### config.mk
export PLATFORM = sky130hd
export DESIGN_NAME = txo_streamer
export DESIGN_NICKNAME = d
export VERILOG_FILES = /design/src/rtl/txo_pkg.sv /design/src/rtl/txo_pin_sync.sv /design/src/rtl/txo_stream_ctrl.sv /design/src/rtl/txo_streamer.sv
export SDC_FILE = /design/constraint.sdc
export NUM_CORES = 1
export LEC_CHECK = 0
export BUFFER_PORTS_ARGS = -buffer_cell sky130_fd_sc_hd__buf_2
export CORE_ASPECT_RATIO = 2
export CORE_MARGIN = 1.5
export CORE_UTILIZATION = 40
export DETAILED_ROUTE_END_ITERATION = 12
export GPL_TIMING_DRIVEN = 0
export SLEW_MARGIN = 0
export SYNTH_ARGS = -nofsm -noshare
export SYNTH_HDL_FRONTEND = slang
export SYNTH_SLANG_ARGS = --single-unit
### constraint.sdc
create_clock -name clk -period 1.65 [get_ports clk]
set_input_delay 0.33 -clock clk [delete_from_list [all_inputs] [get_ports clk]]
set_output_delay 0.33 -clock clk [all_outputs]
set_load 0.005 [all_outputs]
### src/rtl/txo_pkg.sv
package txo_pkg;
  typedef enum logic [1:0] {
    PH_INIT   = 2'd0,
    PH_STREAM = 2'd1,
    PH_BIDIR  = 2'd2
  } phase_t;
endpackage

### src/rtl/txo_pin_sync.sv
module txo_pin_sync #(
  parameter logic RST_VAL = 1'b0
) (
  input  logic clk,
  input  logic rst_n,
  input  logic pin,
  output logic lvl
);
  logic meta;

  always_ff @(posedge clk) begin
    if (!rst_n) begin
      meta <= RST_VAL;
      lvl  <= RST_VAL;
    end else begin
      meta <= pin;
      lvl  <= meta;
    end
  end
endmodule

### src/rtl/txo_stream_ctrl.sv
module txo_stream_ctrl
  import txo_pkg::*;
#(
  parameter int ADDR_W = 7,
  parameter int DATA_W = 8
) (
  input  logic              clk,
  input  logic              rst_n,
  input  logic              tclk_rise,
  input  logic              bclk_fall,
  input  logic              sda_lvl,
  input  logic [DATA_W-1:0] mem_rd_data,
  output logic              sda_oe,
  output logic              bidir_mode,
  output logic              mem_rd_en,
  output logic [ADDR_W-1:0] mem_rd_addr
);
  localparam int CNT_W = $clog2(DATA_W + 1);
  localparam logic [CNT_W-1:0] LAST_SLOT = CNT_W'(DATA_W);

  phase_t            phase;
  logic [CNT_W-1:0]  slot;
  logic              start_hi;
  logic              rd_pend;
  logic [DATA_W-1:0] shreg;

  assign bidir_mode = (phase == PH_BIDIR);

  always_ff @(posedge clk) begin
    if (!rst_n) begin
      phase       <= PH_INIT;
      slot        <= '0;
      start_hi    <= 1'b0;
      rd_pend     <= 1'b0;
      shreg       <= '0;
      sda_oe      <= 1'b0;
      mem_rd_en   <= 1'b0;
      mem_rd_addr <= '0;
    end else begin
      mem_rd_en <= 1'b0;
      rd_pend   <= mem_rd_en;
      if (rd_pend) shreg <= mem_rd_data;

      if (bclk_fall && phase != PH_BIDIR) begin
        phase  <= PH_BIDIR;
        sda_oe <= 1'b0;
      end else begin
        case (phase)
          PH_INIT: if (tclk_rise) begin
            if (slot == '0) start_hi <= sda_lvl;
            if (slot == LAST_SLOT) begin
              phase       <= PH_STREAM;
              slot        <= '0;
              mem_rd_en   <= 1'b1;
              mem_rd_addr <= start_hi ? '1 : '0;
            end else begin
              slot <= slot + 1'b1;
            end
          end
          PH_STREAM: if (tclk_rise) begin
            if (slot == LAST_SLOT) begin
              sda_oe      <= 1'b0;
              slot        <= '0;
              mem_rd_en   <= 1'b1;
              mem_rd_addr <= mem_rd_addr + 1'b1;
            end else begin
              sda_oe <= ~shreg[DATA_W-1];
              shreg  <= shreg << 1;
              slot   <= slot + 1'b1;
            end
          end
          default: ;
        endcase
      end
    end
  end
endmodule

### src/rtl/txo_streamer.sv
module txo_streamer #(
  parameter int ADDR_W = 7,
  parameter int DATA_W = 8
) (
  input  logic              clk,
  input  logic              rst_n,
  input  logic              tclk_pin,
  input  logic              bclk_pin,
  input  logic              sda_in,
  output logic              sda_oe,
  output logic              bidir_mode,
  output logic              mem_rd_en,
  output logic [ADDR_W-1:0] mem_rd_addr,
  input  logic [DATA_W-1:0] mem_rd_data
);
  localparam int NPINS = 3;
  localparam logic [NPINS-1:0] PIN_RST = 3'b110;

  logic [NPINS-1:0] pins_raw;
  logic [NPINS-1:0] pins_lvl;
  logic             tclk_q;
  logic             bclk_q;
  logic             tclk_rise;
  logic             bclk_fall;

  assign pins_raw = {sda_in, bclk_pin, tclk_pin};

  for (genvar g = 0; g < NPINS; g++) begin : g_sync
    txo_pin_sync #(.RST_VAL(PIN_RST[g])) u_sync (
      .clk  (clk),
      .rst_n(rst_n),
      .pin  (pins_raw[g]),
      .lvl  (pins_lvl[g])
    );
  end

  always_ff @(posedge clk) begin
    if (!rst_n) begin
      tclk_q <= PIN_RST[0];
      bclk_q <= PIN_RST[1];
    end else begin
      tclk_q <= pins_lvl[0];
      bclk_q <= pins_lvl[1];
    end
  end

  assign tclk_rise = pins_lvl[0] & ~tclk_q;
  assign bclk_fall = ~pins_lvl[1] & bclk_q;

  txo_stream_ctrl #(.ADDR_W(ADDR_W), .DATA_W(DATA_W)) u_ctrl (
    .clk        (clk),
    .rst_n      (rst_n),
    .tclk_rise  (tclk_rise),
    .bclk_fall  (bclk_fall),
    .sda_lvl    (pins_lvl[2]),
    .mem_rd_data(mem_rd_data),
    .sda_oe     (sda_oe),
    .bidir_mode (bidir_mode),
    .mem_rd_en  (mem_rd_en),
    .mem_rd_addr(mem_rd_addr)
  );
endmodule

Word-level counts from Yosys, hierarchy flattened
Index checks and enable logic that the tools add are counted.

operators by class
  $add $sub $neg = 2
  equality and inequality tests = 8
  mux-type cells = 18
  bitwise logic cells = 9
  reduce and logical (&&, ||, !) cells = 16

operator list
  cell                                                   number
  two-way mux 8 bit                                      5
  two-way mux 7 bit                                      5
  case mux 7 bit (2 select lines)                        1
  AND reduction 3 bit                                    3
  two-way mux 2 bit                                      4
  nonzero test 2 bit                                     4
  adder 7 x 1 -> 7 bit, second input constant            1
  NOT 1 bit                                              7
  inequality test 2 bit, second input constant           3
  AND reduction 6 bit                                    1
  adder 4 x 1 -> 4 bit, second input constant            1
  == test 4 bit, second input constant                   1
  logical NOT 4 bit                                      1
  two-way mux 4 bit                                      1
  inequality test 2 x 1 -> 1 bit, second input constant  2
  AND reduction 4 bit                                    1
  OR reduction 2 bit                                     2
  OR reduction 4 bit                                     1
  bitwise AND 1 bit                                      2
  == test 2 x 1 -> 1 bit, second input constant          1
  == test 2 bit, second input constant                   1
  logical NOT 2 bit                                      1
  two-way mux 1 bit                                      2
  AND reduction 2 bit                                    1
  logical AND 1 bit                                      1

word-level totals
  register bits = 33
  bits of input ports = 13
  output and inout bits = 10
  logic and storage cells = 70

Logic depth before layout (Yosys ltp)
  word-level depth = 5
  mapped depth = 7
  mapped depth without buffers = 6

Modules after synthesis
Synthesis repeated with hierarchy kept, for this count alone.

unflattened totals
  cell total of the unflattened synthesis = 155
  area, all modules = 1446.4 µm²

modules (own cells, without submodules)
  module           times used  cells each  area an instance (µm²)
  txo_stream_ctrl  1           137         1223.7
  txo_pin_sync     3           4           52.6
  txo_streamer     1           6           65.1

Worst setup path after synthesis
Ideal clock, no wire load.

  path type = register to register
  start point = register u_ctrl.slot[0]
  end point = register u_ctrl.sda_oe
  arrival time = 1.495 ns
  required time = 1.580 ns
  slack = 0.085 ns
  cell stages (with the launch flop) = 6
  buffers on the path = 0
  cells stage by stage = dfxtp_1 -> inv_1 -> ha_1 -> and3b_4 -> or4_1 -> a21oi_1

between the ends
  word-level cells in the longest chain between the ends = 2

ends and longest elaborated chain
  element                 RTL line               text
  start, declared         txo_stream_ctrl.sv:22  logic [CNT_W-1:0] slot;
  start signal, assigned  txo_stream_ctrl.sv:57  slot <= slot + 1'b1;
  start signal, assigned  txo_stream_ctrl.sv:69  slot <= slot + 1'b1;
  == test 4 bit           txo_stream_ctrl.sv:61  if (slot == LAST_SLOT) begin
  two-way mux 1 bit       txo_stream_ctrl.sv:61
  end signal, assigned    txo_stream_ctrl.sv:67  sda_oe <= ~shreg[DATA_W-1];
  end, declared           txo_stream_ctrl.sv:13  output logic sda_oe,

No other way between the ends.
A chain may end at the register's enable or synchronous reset.

Final worst setup path
Ends and elaborated chain as after synthesis.

==> impl_metrics.yaml <==
run_status:
  status: "completed"
clock_tree:
  cts_tree: "done"
  insertion_delay_ns: 0.28
  clockBufferDepth: 2
  path_clk_slew_ns: 0.07
  root_buffer: "clkbuf_8"
  cts.sinks: 33
  htreeDepth: 2
  cts_buffers: 5
  cts_hold_buf: 0
finish:
  utilization: 0.504
  fillers: 365
  layout-drive-gt1-share: 0.254
  fin_nets: 200
  area.growth.synth_to_final_pct: 21.8
  multi_input_area_um2: 769
  fin_cells: 234
  final_cell_mix: "dfxtp_1 (30), buf_2 (23), nor2_1 (21)"
  insertedDiodeCount: 0
  final_common_cell: "dfxtp_1"
  regArea_um2: 664
place:
  dp_cells: 224
  dp_hpwl_mm: 2.32
  gp_congestion: 0.793
  io_buffers: 22
pwr:
  power.leakage_nw: 0.710
  ir_drop_v: 0.000757
  p_per_area_nw_per_um2: 932
  finalPower_w: 0.00168
synthesis:
  ys.flop_type: "dfxtp_1"
  netlist_area_um2: 1480
  synth_cells: 153
  syn-num-nets: 169
  synth.avg_cell_area_um2: 9.64
  ys_types: 37
  ys_warn_count: 0
  synth_top_cell_by_area: "dfxtp_1"
  synth_area_leaders: "dfxtp_1 (45%), mux2i_1 (7.5%), nor2_1 (5.3%)"
  synth_seq_area_share: 0.448
  async_flop_share: 0
  yosys_register_bits: 33
  synth_top_area_frac: 0.448
  synth-edff-count: 0
timing:
  setup-violations-final: 0
  whs_ns: 0.222
  finalCriticalPeriod_ns: 1.59
  max_freq_mhz: 629
  slew_headroom: 0.657
  skew_ns: 0.00493
  totalNegativeSetupSlack_ns: 0
  tightestPinTransition_ns: 0.515
  hold_viol: 0
  final_max_slew_viol_count: 0
  period_share: 0.964
floorplan:
  rows: 31
  start_util: 0.413
  dieArea_um2: 4080
  die_y_um: 88.9
  dieWidth_um: 45.9
  io-pin-count: 23
  core_area_um2: 3570
worst_setup_path:
  critical_path_required_ns: 1.87
  max_stage_delay_ns: 0.51
  critical_path_class: "reg2reg"
  crit_fanout: 6
  crit_chain: "inv_1 > ha_4 > and3b_4 > or4_1 > a21oi_1"
  start_kind: "register"
  worstSetupEndpointType: "register"
  cp.arrival_ns: 1.81
  cp_slowest_cell: "or4_1"
grt:
  grtUsageTotal: 0.172
  grt_max_degree: 11
  grt_overflow: 0
  grt_pass1_vias: 1196
  grt_pass1_wl_mm: 5.04
  antenna_found_initial: 0
detailed_routing:
  routedWlPerCell_um: 13.5
  wirelength_mm: 3.15
  vias: 1214
  dr.pass1.iters: 4
  routed_via_density: 5.19
  drc_errors: 0
  drtIter0Drc: 21
  drtAntennaViolNets: 0
hold_path:
  hp-class: "in2reg"
run:
  drv_cap: 0
where the power goes:
part,internal [W],switching (W)
Clock,0.000492,0.000285
Sequential,0.000809,0.00000917
Combinational,0.0000379,0.0000420
final timing paths:
path / end / startpoint / depth (start not counted) / slack (ns)
setup / recovery: u_ctrl.sda_oe / u_ctrl.slot[0] / 5 / 0.06
setup reg to reg: u_ctrl.sda_oe / u_ctrl.slot[0] / 5 / 0.06
hold / removal: g_sync[1].u_sync.meta / bclk_pin / 2 / 0.22
hold reg to reg: g_sync[2].u_sync.lvl / g_sync[2].u_sync.meta / 1 / 0.41
final cells by class:
class                           instances  share of cell area
Multi-Input combinational cell        109               0.428
Sequential cell                        33               0.370
Timing Repair Buffer                   24              0.0696
Clock buffer                            7              0.0481
Tap cell                               49              0.0341
Inverter                                5              0.0181
Clock inverter                          1              0.0167
Buffer                                  6              0.0153
per-stage QoR:
step                      worst slack, ns  cell area (um2)
after floorplan                    0.0853             1480
after detailed placement          -0.0215             1650
after CTS                         0.00687             1770
after global placement             0.0364             1650
final                              0.0591             1800
after global routing             -0.00302             1800
kinds of logic (layout without fill, tap and decap cells):
group,Yosys count,after routing,share of synthesized area
AOI/OAI and AO/OA,32,32,0.139
and+or+nand+nor,62,62,0.266
muxes,12,12,0.0823
buffers and inverters,11,43,0.0390
DFF,33,33,0.448
adders and majority gates,3,3,0.0254
critical path: cells and delay by family, from the launching register on:
family          cells  cell delay (ns)
buf+inv             1             0.09
flops               1             0.38
compound gates      1             0.15
simple gates        2             0.72
fa+ha+maj           1             0.18
sequential cells by signal (all words and copies together), names as in the netlist:
signal / flops
g_sync.u_sync.meta: 3
u_ctrl.mem_rd_addr: 7
u_ctrl.shreg: 8
u_ctrl.slot: 4
g_sync.u_sync.lvl: 3
u_ctrl.phase: 2
bclk_q: 1
u_ctrl.rd_pend: 1
tclk_q: 1
u_ctrl.start_hi: 1
u_ctrl.sda_oe: 1
u_ctrl.mem_rd_en: 1
synth_stat cells (2+ instances only):
master and count:
nor2b_1 2, and2_1 5, dfxtp_1 33, a211oi_1 7, buf_2 2, and3_1 3
nand2_1 5, o21ai_1 5, inv_1 4, mux2i_1 11, o21ai_0 4, nand4_1 5
clkbuf_1 4, nor2_1 21, a311oi_1 2, a21oi_1 8, nand2b_1 7, ha_1 3
nor3b_1 3, a31oi_1 2
routing by layer:
| metal | vias up | wire length, um | track usage |
|---|---|---|---|
| met3 | 6 | 105 | 0.0429 |
| met4 | 0 | 71 | 0.101 |
| met5 | - | 0 | 0 |
| met1 | 568 | 1180 | 0.161 |
| li1 | 608 | - | - |
| met2 | 32 | 1790 | 0.313 |
repair_timing:
item | CTS | global route
cloned | 0 | 0
setup endpoints to repair | 13 | 17
gates resized for setup | 2 | 4
pin swaps | 0 | 3
buffers inserted | 0 | 2
No activity file was read; power rests on OpenSTA's default activity.
